==> src/rtl/tmr_pkg.sv <==
package tmr_pkg;
    localparam int NCH    = 3;
    localparam int EVW    = 3;
    localparam int CTRL_W = 12;
    localparam int ST_W   = NCH * EVW;
    localparam int ADDR_W = 4;

    localparam logic [ADDR_W-1:0] A_CTRL = 4'd12;
    localparam logic [ADDR_W-1:0] A_STAT = 4'd13;
    localparam logic [ADDR_W-1:0] A_MASK = 4'd14;

    typedef enum logic [1:0] {
        F_COUNT  = 2'd0,
        F_RELOAD = 2'd1,
        F_CMPA   = 2'd2,
        F_CMPB   = 2'd3
    } field_e;

    typedef struct packed {
        logic up;
        logic ie;
        logic ext_clk;
        logic run;
    } ch_cfg_t;

    // packed so that hit_a lands on bit 3n, hit_b on 3n+1, wrap on 3n+2
    typedef struct packed {
        logic wrap;
        logic hit_b;
        logic hit_a;
    } ch_evt_t;

    function automatic ch_cfg_t cfg_of(input logic [CTRL_W-1:0] c, input int n);
        ch_cfg_t r;
        r.run     = c[3*n];
        r.ext_clk = c[3*n+1];
        r.ie      = c[3*n+2];
        r.up      = c[9+n];
        return r;
    endfunction
endpackage

==> src/rtl/tmr_tick_sync.sv <==
module tmr_tick_sync (
    input  logic clk,
    input  logic rst,
    input  logic tick_in,
    output logic tick_rise
);
    logic [2:0] pipe_q;

    always_ff @(posedge clk) begin
        if (rst) pipe_q <= '0;
        else     pipe_q <= {pipe_q[1:0], tick_in};
    end

    assign tick_rise = pipe_q[1] & ~pipe_q[2];
endmodule

==> src/rtl/tmr_channel.sv <==
module tmr_channel
    import tmr_pkg::*;
#(
    parameter int CW = 32
) (
    input  logic          clk,
    input  logic          rst,
    input  ch_cfg_t       cfg,
    input  logic          tick_rise,
    input  logic [3:0]    wr_f,
    input  logic [CW-1:0] wdata,
    output logic [CW-1:0] cnt_o,
    output logic [CW-1:0] reload_o,
    output logic [CW-1:0] cmpa_o,
    output logic [CW-1:0] cmpb_o,
    output ch_evt_t       evt_o
);
    localparam logic [CW-1:0] TOP = '1;

    logic [CW-1:0] cnt_q, reload_q, cmpa_q, cmpb_q;
    logic [CW-1:0] step_v, nxt_v;
    logic          advance, at_end;

    always_comb begin
        advance = cfg.run && (cfg.ext_clk ? tick_rise : 1'b1) && !wr_f[F_COUNT];
        at_end  = cfg.up ? (cnt_q == TOP) : (cnt_q == '0);
        step_v  = cfg.up ? cnt_q + 1'b1 : cnt_q - 1'b1;
        nxt_v   = at_end ? reload_q : step_v;
        evt_o.wrap  = advance && at_end;
        evt_o.hit_a = advance && (nxt_v == cmpa_q);
        evt_o.hit_b = advance && (nxt_v == cmpb_q);
    end

    always_ff @(posedge clk) begin
        if (rst) begin
            cnt_q    <= '0;
            reload_q <= '0;
            cmpa_q   <= '0;
            cmpb_q   <= '0;
        end else begin
            if (wr_f[F_COUNT])  cnt_q    <= wdata;
            else if (advance)   cnt_q    <= nxt_v;
            if (wr_f[F_RELOAD]) reload_q <= wdata;
            if (wr_f[F_CMPA])   cmpa_q   <= wdata;
            if (wr_f[F_CMPB])   cmpb_q   <= wdata;
        end
    end

    assign cnt_o    = cnt_q;
    assign reload_o = reload_q;
    assign cmpa_o   = cmpa_q;
    assign cmpb_o   = cmpb_q;
endmodule

==> src/rtl/triple_timer.sv <==
module triple_timer
    import tmr_pkg::*;
#(
    parameter int CW = 32
) (
    input  logic              clk,
    input  logic              rst,
    input  logic              bus_en,
    input  logic              bus_we,
    input  logic [ADDR_W-1:0] bus_addr,
    input  logic [31:0]       bus_wdata,
    output logic [31:0]       bus_rdata,
    input  logic              ext_tick,
    output logic              irq
);
    logic                  wr;
    logic                  tick_rise;
    logic [CTRL_W-1:0]     ctrl_q;
    logic [ST_W-1:0]       status_q, mask_q, evt_all, ie_exp, clr_v;
    logic [NCH*CW-1:0]     cnt_flat, reload_flat, cmpa_flat, cmpb_flat;

    assign wr = bus_en && bus_we;

    tmr_tick_sync u_sync (
        .clk      (clk),
        .rst      (rst),
        .tick_in  (ext_tick),
        .tick_rise(tick_rise)
    );

    generate
        for (genvar n = 0; n < NCH; n++) begin : g_ch
            logic [3:0] wr_f;
            ch_cfg_t    cfg;
            ch_evt_t    evt;

            assign cfg = cfg_of(ctrl_q, n);
            always_comb begin
                wr_f = '0;
                if (wr && bus_addr[3:2] == 2'(n))
                    wr_f[bus_addr[1:0]] = 1'b1;
            end

            tmr_channel #(.CW(CW)) u_ch (
                .clk      (clk),
                .rst      (rst),
                .cfg      (cfg),
                .tick_rise(tick_rise),
                .wr_f     (wr_f),
                .wdata    (bus_wdata[CW-1:0]),
                .cnt_o    (cnt_flat[n*CW +: CW]),
                .reload_o (reload_flat[n*CW +: CW]),
                .cmpa_o   (cmpa_flat[n*CW +: CW]),
                .cmpb_o   (cmpb_flat[n*CW +: CW]),
                .evt_o    (evt)
            );

            assign evt_all[n*EVW +: EVW] = evt;
            assign ie_exp[n*EVW +: EVW]  = {EVW{cfg.ie}};
        end
    endgenerate

    assign clr_v = (wr && bus_addr == A_STAT) ? bus_wdata[ST_W-1:0] : '0;

    always_ff @(posedge clk) begin
        if (rst) begin
            ctrl_q   <= '0;
            status_q <= '0;
            mask_q   <= '0;
        end else begin
            if (wr && bus_addr == A_CTRL) ctrl_q <= bus_wdata[CTRL_W-1:0];
            if (wr && bus_addr == A_MASK) mask_q <= bus_wdata[ST_W-1:0];
            status_q <= (status_q & ~clr_v) | evt_all;
        end
    end

    always_comb begin
        logic [1:0] ci;
        ci = bus_addr[3:2];
        bus_rdata = '0;
        if (bus_addr < A_CTRL) begin
            case (field_e'(bus_addr[1:0]))
                F_COUNT:  bus_rdata[CW-1:0] = cnt_flat[ci*CW +: CW];
                F_RELOAD: bus_rdata[CW-1:0] = reload_flat[ci*CW +: CW];
                F_CMPA:   bus_rdata[CW-1:0] = cmpa_flat[ci*CW +: CW];
                default:  bus_rdata[CW-1:0] = cmpb_flat[ci*CW +: CW];
            endcase
        end else if (bus_addr == A_CTRL) begin
            bus_rdata[CTRL_W-1:0] = ctrl_q;
        end else if (bus_addr == A_STAT) begin
            bus_rdata[ST_W-1:0] = status_q;
        end else if (bus_addr == A_MASK) begin
            bus_rdata[ST_W-1:0] = mask_q;
        end
    end

    assign irq = |(status_q & ~mask_q & ie_exp);
endmodule

==> config.mk <==
export PLATFORM = sky130hd
export DESIGN_NAME = triple_timer
export DESIGN_NICKNAME = d
export VERILOG_FILES = /design/src/rtl/tmr_pkg.sv /design/src/rtl/tmr_tick_sync.sv /design/src/rtl/tmr_channel.sv /design/src/rtl/triple_timer.sv
export SDC_FILE = /design/constraint.sdc
export NUM_CORES = 2
export LEC_CHECK = 0
export CAP_MARGIN = 20
export CORE_UTILIZATION = 45
export CTS_CLUSTER_DIAMETER = 50
export DETAILED_ROUTE_END_ITERATION = 8
export GPL_TIMING_DRIVEN = 0
export HOLD_SLACK_MARGIN = 0.08
export PLACE_DENSITY = 0.67
export SYNTH_ARGS = -nofsm -noshare
export SYNTH_HDL_FRONTEND = slang
export SYNTH_HIERARCHICAL = 1
export SYNTH_SLANG_ARGS = --single-unit
==> constraint.sdc <==
create_clock -name clk -period 7.2 [get_ports clk]
set_input_delay 1.44 -clock clk [delete_from_list [all_inputs] [get_ports clk]]
set_output_delay 1.44 -clock clk [all_outputs]
set_load 0.05 [all_outputs]
==> metrics.md <==
| Metric | Value |
|---|---|
| Status | finished, final reports clean |
| Via Count | 34.2k |
| Flops & latches, synth | 417 |
| Fmax | 142 MHz |
| Nets | 4212 |
| Static leakage | 13.1 nW |
| Clock-pin transition on the worst setup and hold timing paths | 60 ps |
| Setup TNS Final | 0 ps |
| Total clock buffers created by CTS | 52 |
| Most frequent cell after synthesis | nor2_1 |
| Element type at the critical path end | register |
| Min-Delay Path Class | register to register |
| Cell accounting for the most synthesized area | dfxtp_1 |
| Wire length of the first global-routing pass | 239000 um |
| Dpl cells | 4961 |
| Data arrival at the endpoint of the critical path | 7560 ps |
| CP Cell Sequence | clkdlybuf4s50_1 -> buf_2 -> buf_4 -> clkbuf_1 -> nor3_1 -> clkbuf_1 -> nor2_1 -> nand3_1 -> nor4_1 -> a31oi_1 -> or4_1 -> a2111oi_0 -> and3_1 -> o211ai_1 -> nor4_2 -> a21oi_1 -> nor2_1 |
| Fraction of post-synthesis cell area in the top cell type by area | 0.259 |
| Number of ports placed on the die boundary | 74 |
| Critical path class | input port to register |
| CP bufs+invs | 5 |
| Number of buffers inserted to repair setup after CTS | 0 |
| Yosys warning count | 6 |
| Most instantiated flip-flop cell in the synthesis netlist | dfxtp_1 |
| Via count of the first global-routing pass | 31.5k |
| Async set-reset flop share out of synthesis | 0 |
| Instance count of the mapped netlist | 3943 |
| Area of the die | 0.0726 mm^2 |
| Worst hold slack | 440 ps |
| Netlist area before placement | 0.0322 mm^2 |
| Pin count of the biggest net entering global routing | 25 |
| Longest Clk Path Bufs | 3 |
| Cell family contributing the most delay on the critical path | simple AND/OR/NAND/NOR gates |
| Nets in the synthesized netlist | 4077 |
| Power consumption | 7.10 mW |
| Count of distinct cell types in the synthesized netlist | 100 |
| Setup repair after global routing missed its margin | false |
| Final weighted congestion in routability-driven placement | 1.12 |
| TritonCTS clock tree | yes |
| FP Rows | 97 |
| Element type at the critical path start | input port |
| Largest voltage drop on the vdd net | 0.194 mV |
| Peak fanout along the critical path | 10 |
| TritonRoute pass-1 iters | 6 |
| Power per unit of standard cell area | 197 mW/mm^2 |
| Critical path data required time | 7740 ps |
| Die outline height | 269 um |
| Overall routed net length | 172000 um |
| Quantity of gates resized following cts | 0 |
| Crit-path slowest cell | clkdlybuf4s50_1 |
| Ranking of synthesized cells by instance count | 632 x nor2_1, 417 x dfxtp_1, 333 x mux2i_1, 330 x nand2_1, 277 x a21oi_1 |
| Port Buffer Count | 71 |
| Library cell used as clock root buffer | clkbuf_16 |
| Final Skew | 24.9 ps |
| Chip width | 269 um |
| Mean area per synthesized cell | 8.16 um^2 |
| Post-DR wirelength/cell | 33.9 um |
| Number of buffers inserted by hold repair at cts | 0 |
| DRT antenna net count | 0 |
| Final count of hold timing violations | 0 |
| Pins over their slew limit | 0 |
| Layout cells sized above 1 | 0.0736 |
| H-tree lvl count | 2 |
| Number of antenna violations at the first check in global routing | 2 |
| Layout-stage area growth over the synthesis result | 12.1% |
| Overflow left after global routing | 0 |
| Initial DRC count | 5025 |
| Share of synthesized area occupied by flip-flops and latches | 0.259 |
| Area of the placeable core | 0.0704 mm^2 |
| CTS sink count | 417 |
| Final period utilization | 0.975 |
| Drc violations | 0 |
| DPL Wire Length | 137000 um |
| Global routing usage summed across all routing layers | 0.457 |
| Effective utilization at floorplan | 0.457 |
| Max-capacitance violation count | 0 |
| Time the final worst path needs with I/O delays and setup | 7020 ps |
| Leading post-synthesis cells by cell area | dfxtp_1 26%, mux2i_1 10%, nor2_1 7.4%, xnor2_1 5.7%, mux4_2 5.2% |
| Slew at the pin with the worst max-slew slack | 1240 ps |
| Longest individual stage delay on the worst path | 770 ps |
| Number of setup violations in the final report | 0 |
| Headroom to the max-slew limit | 0.170 |
| Latest clock arrival within the worst-skew pair | 610 ps |
| Vias/cell | 6.77 |
| Number of enable-type register cells in the synthesized netlist | 0 |
| Finished Layout Cells | 5058 |
## layout by cell type, fill, tap and decap left out, drive strengths merged, types with 117 or more instances in the layout
cell,synthesis,final
dfxtp,417,417
a21oi,279,279
o21ai,117,117
nor2,634,634
mux2i,333,333
xnor2,212,212
buf,122,131
inv,117,126
nand2,330,330
clkbuf,153,218
## kinds of logic after synthesis
family,share of synthesized area
buffers and inverters,0.0568
flip-flops,0.259
adder cells (fa/ha/maj),0.0369
AO/OA/AOI/OAI,0.185
XOR/XNOR,0.0928
multiplexers,0.172
AND/OR/NAND/NOR,0.198
## cell type report
cell class              instances  area (um^2)
inverters                     117          439
clock inverters                29          357
flip-flops and latches        417         8350
diodes                          1         2.50
multi-input cells            3134        22000
fillers                      6919        34300
well taps                     940         1180
repair buffers                 81          921
plain buffers                 275         1390
clock buffers                  64         1440
## metal layers
| metal | vias up | global-route usage | routed length, um |
|---|---|---|---|
| met5 | - | 0.000658 | 0 |
| met4 | 0 | 0.265 | 11700 |
| met3 | 457 | 0.142 | 21400 |
| met2 | 2436 | 0.655 | 69800 |
| met1 | 16700 | 0.600 | 68600 |
| li1 | 14700 | - | - |
## per-stage QoR
step                utilization  cell area (um^2)  setup slack (ps)
finish                    0.513             36100               177
global route              0.512             36100               315
CTS                       0.512             36000               529
detailed placement        0.486             34200             -94.7
global placement          0.484             34100              -169
floorplan                     -             32200              2370
## flip-flops by register name, summed over array words and instances, names as in the netlist
name                count
g_ch.u_ch/cmpa_o       96
g_ch.u_ch/cmpb_o       96
g_ch.u_ch/cnt_o        96
g_ch.u_ch/reload_o     96
ctrl_q                 12
mask_q                  9
status_q                9
u_sync/pipe_q           3
## where the power goes
group	switching (mW)	total, mW	internal [mW]
logic	1.39	1.99	0.603
registers	0.0521	2.38	2.33
clock network	1.13	2.72	1.59
total	2.57	7.10	4.52
## worst paths after layout
path | depth (start not counted) | from | slack [ps] | end
hold / removal | 1 | u_sync/pipe_q[0] | 440 | u_sync/pipe_q[1]
setup / recovery | 17 | bus_addr[1] | 180 | status_q[7]
hold reg to reg | 1 | u_sync/pipe_q[0] | 440 | u_sync/pipe_q[1]
setup reg to reg | 17 | ctrl_q[11] | 700 | status_q[7]
## worst reg2reg max path, delay by kind of cell (launching register included)
kind | cells | cell delay (ps)
AO/OA/AOI/OAI | 7 | 2670
buffers and inverters | 3 | 1110
flip-flops | 1 | 760
AND/OR/NAND/NOR | 6 | 1590
adder cells (fa/ha/maj) | 1 | 340
(Power assumes the default switching activity.)
